$ cat src/rtl/irq_vec_pkg.sv
package irq_vec_pkg;
    localparam int ADDR_W = 5;
    localparam int DATA_W = 8;
    localparam int GRP_W  = 2;
    localparam int SEL_W  = ADDR_W - GRP_W;

    typedef enum logic [GRP_W-1:0] {
        GRP_ENABLE = 2'd0,
        GRP_PEND   = 2'd1,
        GRP_ALLOW  = 2'd2,
        GRP_BASE   = 2'd3
    } reg_grp_e;

    typedef enum logic [1:0] {
        BUS_IDLE,
        BUS_WAIT,
        BUS_DONE,
        BUS_SKIP
    } bus_state_e;

    typedef struct packed {
        logic              ds;
        logic              cs;
        logic              ack;
        logic              rd;
        logic              iei;
        logic [ADDR_W-1:0] addr;
        logic [DATA_W-1:0] wdata;
    } bus_sample_t;
endpackage

$ cat src/rtl/irq_prio_pick.sv
module irq_prio_pick #(
    parameter int NCH = 16,
    localparam int IW = $clog2(NCH)
) (
    input  logic [NCH-1:0] req,
    output logic           hit,
    output logic [IW-1:0]  idx
);
    // later (higher-numbered) channels overwrite earlier ones: top channel wins
    always_comb begin
        hit = 1'b0;
        idx = '0;
        for (int i = 0; i < NCH; i++) begin
            if (req[i]) begin
                hit = 1'b1;
                idx = IW'(i);
            end
        end
    end
endmodule

$ cat src/rtl/irq_chan_regs.sv
module irq_chan_regs
    import irq_vec_pkg::*;
#(
    parameter int NCH = 16,
    localparam int IW = $clog2(NCH),
    localparam int NBYTE = NCH / DATA_W
) (
    input  logic              clk,
    input  logic              rst_n,
    input  logic [NCH-1:0]    src,
    input  logic              wr_en,
    input  reg_grp_e          wr_grp,
    input  logic [SEL_W-1:0]  wr_sel,
    input  logic [DATA_W-1:0] wr_data,
    input  logic              clr_en,
    input  logic [IW-1:0]     clr_idx,
    output logic [NCH-1:0]    en_q,
    output logic [NCH-1:0]    pend_q,
    output logic [NCH-1:0]    allow_q
);
    typedef struct packed {
        logic [NCH-1:0] en;
        logic [NCH-1:0] pend;
        logic [NCH-1:0] allow;
    } chan_t;

    chan_t cur_q, nxt_d;

    always_comb begin
        nxt_d = cur_q;
        for (int b = 0; b < NBYTE; b++) begin
            if (wr_en && int'(wr_sel) == b) begin
                case (wr_grp)
                    GRP_ENABLE: nxt_d.en[b*DATA_W +: DATA_W]    = wr_data;
                    GRP_PEND:   nxt_d.pend[b*DATA_W +: DATA_W]  = cur_q.pend[b*DATA_W +: DATA_W] & wr_data;
                    GRP_ALLOW:  nxt_d.allow[b*DATA_W +: DATA_W] = wr_data;
                    default:    ;
                endcase
            end
        end
        if (clr_en) begin
            nxt_d.pend[clr_idx] = 1'b0;
        end
        // capture uses the enable bits held before this edge
        nxt_d.pend = nxt_d.pend | (src & cur_q.en);
    end

    always_ff @(posedge clk or negedge rst_n) begin
        if (!rst_n) cur_q <= '0;
        else        cur_q <= nxt_d;
    end

    assign en_q    = cur_q.en;
    assign pend_q  = cur_q.pend;
    assign allow_q = cur_q.allow;

    // a pending bit only appears where the enable bit was already set
    a_r1_capture_needs_enable: assert property (@(posedge clk) disable iff (!rst_n)
        ((pend_q & ~$past(pend_q) & ~$past(en_q)) == '0));

    // the vectored channel is cleared unless a fresh pulse arrives on it
    a_r9_vector_clears_pending: assert property (@(posedge clk) disable iff (!rst_n)
        (clr_en && !src[clr_idx]) |=> !pend_q[$past(clr_idx)]);
endmodule

$ cat src/rtl/irq_bus_ctl.sv
module irq_bus_ctl
    import irq_vec_pkg::*;
(
    input  logic              clk,
    input  logic              rst_n,
    input  logic              cs_n,
    input  logic              ds_n,
    input  logic              rw,
    input  logic [ADDR_W-1:0] addr,
    input  logic [DATA_W-1:0] wdata,
    input  logic              iack_n,
    input  logic              iei_n,
    input  logic              req_hit,
    input  logic [DATA_W-1:0] vec_in,
    input  logic [DATA_W-1:0] rd_val,
    output logic [ADDR_W-1:0] lat_addr,
    output logic [DATA_W-1:0] lat_wdata,
    output logic              wr_fire,
    output logic              ack_fire,
    output logic              ack_seen,
    output logic              dtack_oe,
    output logic              dout_en,
    output logic [DATA_W-1:0] dout,
    output logic              bus_err
);
    typedef struct packed {
        bus_state_e        st;
        bus_sample_t       smp;
        logic [DATA_W-1:0] dout;
        logic              drive;
        logic              err;
    } bus_t;

    bus_t cur_q, nxt_d;

    always_comb begin
        nxt_d           = cur_q;
        nxt_d.smp.ds    = !ds_n;
        nxt_d.smp.cs    = !cs_n;
        nxt_d.smp.ack   = !iack_n;
        nxt_d.smp.rd    = rw;
        nxt_d.smp.iei   = !iei_n;
        nxt_d.smp.addr  = addr;
        nxt_d.smp.wdata = wdata;
        wr_fire         = 1'b0;
        ack_fire        = 1'b0;
        case (cur_q.st)
            BUS_IDLE: begin
                if (cur_q.smp.ds && (cur_q.smp.cs || cur_q.smp.ack)) begin
                    if (cur_q.smp.cs && cur_q.smp.ack) begin
                        nxt_d.st  = BUS_SKIP;
                        nxt_d.err = 1'b1;
                    end else if (cur_q.smp.ack && (!cur_q.smp.iei || !req_hit)) begin
                        nxt_d.st = BUS_SKIP;
                    end else begin
                        nxt_d.st = BUS_WAIT;
                    end
                end
            end
            BUS_WAIT: begin
                if (!cur_q.smp.ds) begin
                    nxt_d.st = BUS_IDLE;
                end else if (cur_q.smp.ack && !req_hit) begin
                    nxt_d.st = BUS_SKIP;
                end else begin
                    nxt_d.st = BUS_DONE;
                    if (cur_q.smp.ack) begin
                        ack_fire    = 1'b1;
                        nxt_d.dout  = vec_in;
                        nxt_d.drive = 1'b1;
                    end else if (cur_q.smp.rd) begin
                        nxt_d.dout  = rd_val;
                        nxt_d.drive = 1'b1;
                    end else begin
                        wr_fire     = 1'b1;
                        nxt_d.drive = 1'b0;
                    end
                end
            end
            BUS_DONE: begin
                if (!cur_q.smp.ds) begin
                    nxt_d.st    = BUS_IDLE;
                    nxt_d.drive = 1'b0;
                end
            end
            default: begin
                if (!cur_q.smp.ds) begin
                    nxt_d.st  = BUS_IDLE;
                    nxt_d.err = 1'b0;
                end
            end
        endcase
    end

    always_ff @(posedge clk or negedge rst_n) begin
        if (!rst_n) cur_q <= '0;
        else        cur_q <= nxt_d;
    end

    assign lat_addr  = cur_q.smp.addr;
    assign lat_wdata = cur_q.smp.wdata;
    assign ack_seen  = cur_q.smp.ds && cur_q.smp.ack && !cur_q.smp.cs;
    assign dtack_oe  = (cur_q.st == BUS_DONE) && cur_q.smp.ds;
    assign dout_en   = dtack_oe && cur_q.drive;
    assign dout      = cur_q.dout;
    assign bus_err   = cur_q.err;

    // acknowledge only after the strobe was low for the two preceding sampling edges
    a_r5_dtack_latency: assert property (@(posedge clk) disable iff (!rst_n)
        $rose(dtack_oe) |-> (!$past(ds_n, 2) && !$past(ds_n, 3)));

    // a flagged conflict never acknowledges
    a_r11_no_dtack_on_conflict: assert property (@(posedge clk) disable iff (!rst_n)
        bus_err |-> !dtack_oe);

    // the flag only rises after select and acknowledge were seen together
    a_r11_flag_cause: assert property (@(posedge clk) disable iff (!rst_n)
        $rose(bus_err) |-> $past(!cs_n && !iack_n, 2));
endmodule

$ cat src/rtl/irq_vector_ctl.sv
module irq_vector_ctl
    import irq_vec_pkg::*;
#(
    parameter int NCH = 16,
    localparam int IW = $clog2(NCH),
    localparam int NBYTE = NCH / DATA_W,
    localparam int BASE_W = DATA_W - IW
) (
    input  logic              clk,
    input  logic              rst_n,
    input  logic [NCH-1:0]    src_pulse,
    input  logic              cs_n,
    input  logic              ds_n,
    input  logic              rw,
    input  logic [ADDR_W-1:0] addr,
    input  logic [DATA_W-1:0] wdata,
    input  logic              iack_n,
    input  logic              iei_n,
    output logic [DATA_W-1:0] rdata,
    output logic              rdata_oe,
    output logic              dtack_n,
    output logic              dtack_oe,
    output logic              irq_n,
    output logic              ieo_n,
    output logic              bus_err
);
    logic [ADDR_W-1:0] lat_addr;
    logic [DATA_W-1:0] lat_wdata;
    logic              wr_fire, ack_fire, ack_seen;
    logic [NCH-1:0]    en_q, pend_q, allow_q;
    logic              pick_hit;
    logic [IW-1:0]     pick_idx;
    logic [BASE_W-1:0] base_q, base_d;
    logic [DATA_W-1:0] rd_val, vec;
    reg_grp_e          lat_grp;
    logic [SEL_W-1:0]  lat_sel;

    assign lat_grp = reg_grp_e'(lat_addr[ADDR_W-1 -: GRP_W]);
    assign lat_sel = lat_addr[SEL_W-1:0];

    function automatic logic [DATA_W-1:0] pick_byte(input logic [NCH-1:0] v,
                                                    input logic [SEL_W-1:0] sel);
        logic [DATA_W-1:0] r;
        r = '0;
        for (int b = 0; b < NBYTE; b++) begin
            if (int'(sel) == b) r = v[b*DATA_W +: DATA_W];
        end
        return r;
    endfunction

    always_comb begin
        case (lat_grp)
            GRP_ENABLE: rd_val = pick_byte(en_q, lat_sel);
            GRP_PEND:   rd_val = pick_byte(pend_q, lat_sel);
            GRP_ALLOW:  rd_val = pick_byte(allow_q, lat_sel);
            default:    rd_val = (lat_sel == '0) ? {base_q, {IW{1'b0}}} : '0;
        endcase
    end

    always_comb begin
        base_d = base_q;
        if (wr_fire && lat_grp == GRP_BASE && lat_sel == '0) begin
            base_d = lat_wdata[DATA_W-1 -: BASE_W];
        end
    end

    always_ff @(posedge clk or negedge rst_n) begin
        if (!rst_n) base_q <= '0;
        else        base_q <= base_d;
    end

    assign vec = {base_q, pick_idx};

    irq_prio_pick #(.NCH(NCH)) u_pick (
        .req (pend_q & allow_q),
        .hit (pick_hit),
        .idx (pick_idx)
    );

    irq_chan_regs #(.NCH(NCH)) u_regs (
        .clk     (clk),
        .rst_n   (rst_n),
        .src     (src_pulse),
        .wr_en   (wr_fire),
        .wr_grp  (lat_grp),
        .wr_sel  (lat_sel),
        .wr_data (lat_wdata),
        .clr_en  (ack_fire),
        .clr_idx (pick_idx),
        .en_q    (en_q),
        .pend_q  (pend_q),
        .allow_q (allow_q)
    );

    irq_bus_ctl u_bus (
        .clk       (clk),
        .rst_n     (rst_n),
        .cs_n      (cs_n),
        .ds_n      (ds_n),
        .rw        (rw),
        .addr      (addr),
        .wdata     (wdata),
        .iack_n    (iack_n),
        .iei_n     (iei_n),
        .req_hit   (pick_hit),
        .vec_in    (vec),
        .rd_val    (rd_val),
        .lat_addr  (lat_addr),
        .lat_wdata (lat_wdata),
        .wr_fire   (wr_fire),
        .ack_fire  (ack_fire),
        .ack_seen  (ack_seen),
        .dtack_oe  (dtack_oe),
        .dout_en   (rdata_oe),
        .dout      (rdata),
        .bus_err   (bus_err)
    );

    assign dtack_n = !dtack_oe;
    assign irq_n   = !pick_hit || ack_seen;
    assign ieo_n   = iei_n || pick_hit;

    // a vector is only issued for a channel that is pending and allowed
    a_r8_vector_from_request: assert property (@(posedge clk) disable iff (!rst_n)
        ack_fire |-> (pend_q[pick_idx] && allow_q[pick_idx]));
endmodule

$ cat config.mk
export PLATFORM = sky130hd
export DESIGN_NAME = irq_vector_ctl
export DESIGN_NICKNAME = d
export VERILOG_FILES = /design/src/rtl/irq_vec_pkg.sv /design/src/rtl/irq_prio_pick.sv /design/src/rtl/irq_chan_regs.sv /design/src/rtl/irq_bus_ctl.sv /design/src/rtl/irq_vector_ctl.sv
export SDC_FILE = /design/constraint.sdc
export NUM_CORES = 1
export LEC_CHECK = 0
export CORE_MARGIN = 2
export CORE_UTILIZATION = 55
export DETAILED_ROUTE_END_ITERATION = 10
export PLACE_DENSITY_LB_ADDON = 0.15
export SYNTH_ARGS = -nofsm -noshare
export SYNTH_HDL_FRONTEND = slang
export SYNTH_SLANG_ARGS = --single-unit
$ cat constraint.sdc
create_clock -name clk -period 2.55 [get_ports clk]
set_input_delay 0.51 -clock clk [delete_from_list [all_inputs] [get_ports clk]]
set_output_delay 0.51 -clock clk [all_outputs]
set_load 0.01 [all_outputs]
# Word-level counts from Yosys, hierarchy flattened
# Index checks and enable logic that the tools add are counted.
[totals]
register_bits = 82
latch_bits = 0
ram_bits = 0
romBits = 0
output_inout_bits = 14
word_cells = 153
n_memories = 0
[op_classes]
n_addsub = 0
multipliers = 0
n_div = 0
order_cmp = 2
eq_ne = 13
n_shift = 0
n_mux = 72
n_bitwise = 9
n_reduce_logical = 40
[op_table]
columns = ["op", "n"]
rows = [
  ["8-bit two-way mux", 12],
  ["16-bit AND", 3],
  ["1-bit two-way mux", 34],
  ["4-bit two-way mux", 8],
  ["8-bit one-hot mux with 3 select lines", 1],
  ["8-bit AND", 2],
  ["16-bit two-way mux", 1],
  ["16-bit NOT", 1],
  ["16-bit OR", 1],
  ["2-bit two-way mux", 7],
  ["1-bit logical AND", 13],
  ["3-bit two-way mux", 4],
  ["4-bit AND reduction", 3],
  ["2-bit AND reduction", 5],
  ["9-bit two-way mux", 1],
  ["1-bit zero test", 8],
  ["2-bit == test (second input constant)", 3],
  ["3-bit zero test", 2],
  ["2-bit by 1-bit inequality test with 1-bit output (second input constant)", 3],
  ["2-bit inequality test (second input constant)", 3],
  ["4-bit by 5-bit < comparator with 1-bit output (second input constant)", 1],
  ["1-bit demux with 4-bit select", 1],
  ["2-bit by 1-bit == test with 1-bit output (second input constant)", 2],
  ["4-bit by 1-bit greater-or-equal comparator with 1-bit output (second input constant)", 1],
  ["other kinds (9)", 16],
]

# Longest topological paths before layout
# Gate-level depths: netlist of the first run.
[depth]
depth_word = 27
mapped_depth = 8

# By module
# A second synthesis of the first run with hierarchy kept.
[hier_totals]
cells_unflattened = 398
area_unflattened_um2 = 4357.9
[modules_own_cells]
columns = ["mod", "instances", "cells_per_inst", "area_per_inst_um2", "seq_area_each_um2"]
rows = [
  ["irq_chan_regs", 1, 170, 2058.2, 1201.2],
  ["irq_bus_ctl", 1, 105, 1340.0, 750.7],
  ["irq_vector_ctl", 1, 94, 798.3, 100.1],
  ["irq_prio_pick", 1, 29, 161.4, 0.0],
]

# Worst setup path after synthesis of the first run
# OpenSTA, ideal clock, no wires.
[synth_timing]
kind = "reg2reg"
from = "register u_bus.cur_q[29] (netlist bit)"
to = "register u_regs.cur_q, in the netlist u_regs.en_q[0]"
setup_time_ps = 125
arrival_time_ps = 1714
required_ps = 2425
slack_ps = 711
path_stages_with_launch = 8
period_less_slack_ps = 1839
path_cell_list = "dfrtp_1 inv_1 ha_1 nand2_2 nor3_4 nand2_1 nor3_4 mux2_2"
[synth_via]
elab_chain_len = 4
[synth_lines]
columns = ["item", "line_no", "source"]
rows = [
  ["from (decl)", "irq_bus_ctl.sv:34", "bus_t cur_q, nxt_d;"],
  ["from (signal assigned)", "irq_bus_ctl.sv:97", "else cur_q <= nxt_d;"],
  ["2-bit by 1-bit == test with 1-bit output", "irq_bus_ctl.sv:47", "case (cur_q.st)"],
  ["1-bit two-way mux", "irq_bus_ctl.sv:47", ""],
  ["1-bit logical AND", "irq_chan_regs.sv:32", "if (wr_en && int'(wr_sel) == b) begin"],
  ["2-bit AND reduction (no line)", "-", ""],
  ["to (signal assigned)", "irq_chan_regs.sv:50", "else cur_q <= nxt_d;"],
  ["to (decl)", "irq_chan_regs.sv:27", "chan_t cur_q, nxt_d;"],
]
# Every way passes these cells.
# A chain may end at the register's enable or synchronous reset.

# Worst setup path after layout of the first run
[layout_timing]
from = "register u_regs.cur_q, in the netlist u_regs.pend_q[15]"
to = "output port irq_n"
[layout_via]
elab_chain_len = 4
[layout_lines]
columns = ["item", "line_no", "source"]
rows = [
  ["16-bit AND", "irq_vector_ctl.sv:75", ".req (pend_q & allow_q),"],
  ["1-bit two-way mux", "irq_prio_pick.sv:14", "if (req[i]) begin"],
  ["1-bit zero test", "irq_vector_ctl.sv:120", "assign irq_n = !pick_hit || ack_seen;"],
  ["1-bit logical OR", "irq_vector_ctl.sv:120", ""],
  ["to (decl)", "irq_vector_ctl.sv:23", "output logic irq_n,"],
]
# Every way passes these cells.

==> reports/metrics.csv, run 1 <==
stage;metric;value;unit
outcome;status;completed;
job;total of max-cap violations;0;
layout;ANT cells;0;
clocking;CTS tree;built;
worst_setup_path;Register-to-Register Setup Slack;330;ps
global_route;GR Layer Usage met1;36.68;%
clocking;CTS Sinks;82;
place;PortBufs;49;
worst_setup_path;WP buf/inv;1;
clocking;clk slew on worst S/H paths;90;ps
floorplan;die width;90.70;um
timing;hold slack;156.6;ps
timing;Tmin final;2488;ps
worst_setup_path;arrival time at the worst endpoint;1980;ps
clocking;Root Buffer;clkbuf_8;
timing;maximum clock rate;402.0;MHz
route;total wire length;10610;um
worst_setup_path;CP max-delay cell;dfrtp_1;
floorplan;core outline area;0.007253;mm^2
route;vias per inst;6.043;
place;dpl ws;106.1;ps
global_route;GRT busiest layer;met2;
yosys;Synth warnings;0;
clocking;CTS H-tree lvls;3;
worst_setup_path;CP Class;reg -> out;
layout;nets@finish;474;
worst_setup_path;Crit. End Element;output port;
floorplan;die area;0.008226;mm^2
yosys;Synth cell types;54;
global_route;vias in the first global route;3187;
global_route;met3 Usage GRT;7.095;%
floorplan;Initial Utilization;57.00;%
clocking;Longest Clk Path Bufs;2;
hold_path;min-delay worst type;in -> async;
worst_setup_path;reg-to-reg endpoint;u_regs.pend_q[8];
route;DR iter-0 viols;201;
layout;final instance area;0.005037;mm^2
route;wire per inst;19.68;um
timing;Least-Margin Pin Slew;828.6;ps
yosys;ys async rst share;100.0;%
timing;Hold Violations, Final;0;
place;dpl cell area;0.004763;mm^2
timing;setup violators final;0;
yosys;Post-synth EDFFs;0;
worst_setup_path;CP Data Required Time;2040;ps
worst_setup_path;r2r worst-path depth;5;
global_route;grt ovf;0;
route;drt pass-1 iters;5;
layout;layout cells sized above 1;22.73;%
floorplan;row cnt;31;
power;leak pwr;2.292;nW
place;Final GP Congestion;0.9549;
place;DP Cell Count;516;
place;detailed placer's ending HPWL;7475;um
worst_setup_path;Cell Chain, Critical Path;a22oi_4 -> nand4_2 -> or3_4 -> o21ai_0 -> clkdlybuf4s15_1;
layout;non-filler cells, final;539;
route;remaining antenna violation count after routing;0;
timing;Setup WS post-layout;62.37;ps
global_route;met2 usage;42.35;%
clocking;CTS Buf Count;9;
worst_setup_path;crit start category;flip-flop;
power;total power;3.610;mW
timing;Final Max Tran Viols;0;
yosys;Synth Instances;370;
route;DR vias;3257;
worst_setup_path;CP delay by family, top;simple AND/OR/NAND/NOR gates;
global_route;largest net degree at the start of global routing;47;
timing;fin crit share;97.55;%
worst_setup_path;RR Startpoint;u_bus.lat_addr[4];
timing;Slew headroom;44.76;%
yosys;Primary FF master, synth;dfrtp_1;
yosys;mean post-synth cell area;11.17;um^2
global_route;initial antenna violation count;0;
global_route;overall global routing resource usage;26.86;%
floorplan;Die H;90.70;um
yosys;register area share after synthesis;49.64;%
floorplan;Top Ports;50;
yosys;Seq cells post-synth;82;
power;pwr dens;716.6;mW/mm^2
global_route;first-pass GRT wire length;17090;um
yosys;Synth Cell Area;0.004134;mm^2
yosys;synthesized net count;409;
timing;Clock Skew;16.01;ps
power;Max IR drop VDD;0.3918;mV
layout;Layout area overhead;21.85;%
route;final routed DRC violation total;0;
worst_setup_path;CP max stage delay;440;ps
worst_setup_path;crit-path max FO;4;
clocking;Clk Latency, worst-skew pair;370;ps
worst_setup_path;CP startpoint;u_regs.pend_q[15];
-- cell families (layout without fill, tap and decap cells) --
logic type	Yosys count	in the layout	synth area share, %
AO/OA/AOI/OAI	111	111	18.19
AND/OR/NAND/NOR	88	88	11.80
flip-flops	82	82	49.64
multiplexers	56	56	15.41
buffers and inverters	30	100	4.056
adder cells (fa/ha/maj)	3	3	0.9081
-- cell type report --
cell class	instances	area (um^2)
sequential	82	2052
inverter	10	37.54
clock inverter	7	58.81
tap	99	123.9
fill	580	2216
timing repair buffer	74	690.7
multi-input combinational	258	1951
clock buffer	9	123.9
-- cell usage after synthesis, types with 2 or more instances --
library cell | count | area, um^2
inv_1 | 10 | 37.54
mux4_2 | 2 | 45.04
dfrtp_1 | 82 | 2052
nand2_1 | 31 | 116.4
mux2_2 | 33 | 371.6
nor2_1 | 20 | 75.07
nor3_4 | 2 | 32.53
mux2_1 | 8 | 90.09
a22o_1 | 3 | 26.28
a32o_1 | 2 | 20.02
o211ai_1 | 4 | 30.03
a21oi_1 | 14 | 70.07
o221ai_1 | 2 | 17.52
buf_2 | 8 | 40.04
nand2_2 | 3 | 18.77
nor3_1 | 9 | 45.04
buf_4 | 10 | 75.07
a21bo_2 | 2 | 20.02
ha_1 | 3 | 37.54
and2_1 | 3 | 18.77
and3_1 | 2 | 12.51
mux2i_1 | 13 | 130.1
a22oi_1 | 9 | 67.56
a31oi_1 | 10 | 62.56
nand3_1 | 6 | 30.03
o22ai_1 | 3 | 18.77
o21a_1 | 4 | 30.03
a21o_1 | 10 | 75.07
o21ai_0 | 37 | 185.2
-- layout by cell type (no fill, tap or decap), drive strengths merged, types with 2 or more instances in the layout --
cell	instances
nand2	34
ha	3
a22o	3
a32o	2
nand3	6
clkbuf	9
o21a	4
and2	3
clkdlybuf4s50	46
a21bo	2
mux4	2
and3	2
mux2i	13
o21ai	38
or4b	2
nor3	12
mux2	41
clkinv	2
a31oi	11
inv	14
a21o	10
nor2	20
a22oi	11
dfrtp	82
a21oi	14
o22ai	3
buf	26
o211ai	4
o221ai	2
-- worst reg2reg max path: stages, from the launching register on --
cell     delay, ps
dfrtp_1        590
nor4b_1        510
nand3_1        430
o21ai_0        350
a31oi_1         70
a21o_1         190
-- where the power goes --
group          internal [mW]  switching (mW)  leakage, nW
Sequential              1.49           0.183         1.03
Clock                  0.370           0.519       0.0925
Combinational          0.542           0.505         1.17
-- sequential cells by signal (all words and copies together) (netlist names) --
name             cells
u_regs.allow_q      16
u_regs.en_q         16
u_regs.pend_q       16
u_bus.cur_q          8
u_bus.dout           8
u_bus.lat_wdata      8
u_bus.lat_addr       5
base_q               4
u_bus.bus_err        1
-- worst max-delay path by stage --
stage                           to  slack, ps  cells after the start
floorplan           u_regs.en_q[0]        710                      7
global placement             irq_n        120                      5
detailed placement           irq_n        110                      5
CTS                          ieo_n          2                      6
global route                 irq_n         -4                      5
finish                       irq_n         60                      5
-- through the flow --
stage	TNS [ps]	util [%]
global route	-4.065	69.45
detailed placement	0	65.67
floorplan	0	-
finish	0	69.45
CTS	0	68.81
global placement	0	65.67
-- metal layers --
metal	wire length, um	vias up
li1	-	1500
met1	4690	1603
met2	5091	140
met3	688	14
met4	134	0
met5	0	-
-- timing repair --
action                                  4_1_cts  5_1_grt
hold buffers                                  0        0
endpoints found under the setup margin        2        2
resized for setup                             7        3
cloned                                        0        0
pin swaps                                     0        4
buffers inserted                              2        5
(Power assumes the default switching activity.)
==> inputs of run 2 (changes only) <==
Settings changed: SLEW_MARGIN set to 20.
==> results of run 2 <==
No change in the layout: final DEF, timing and power equal those of run 1.
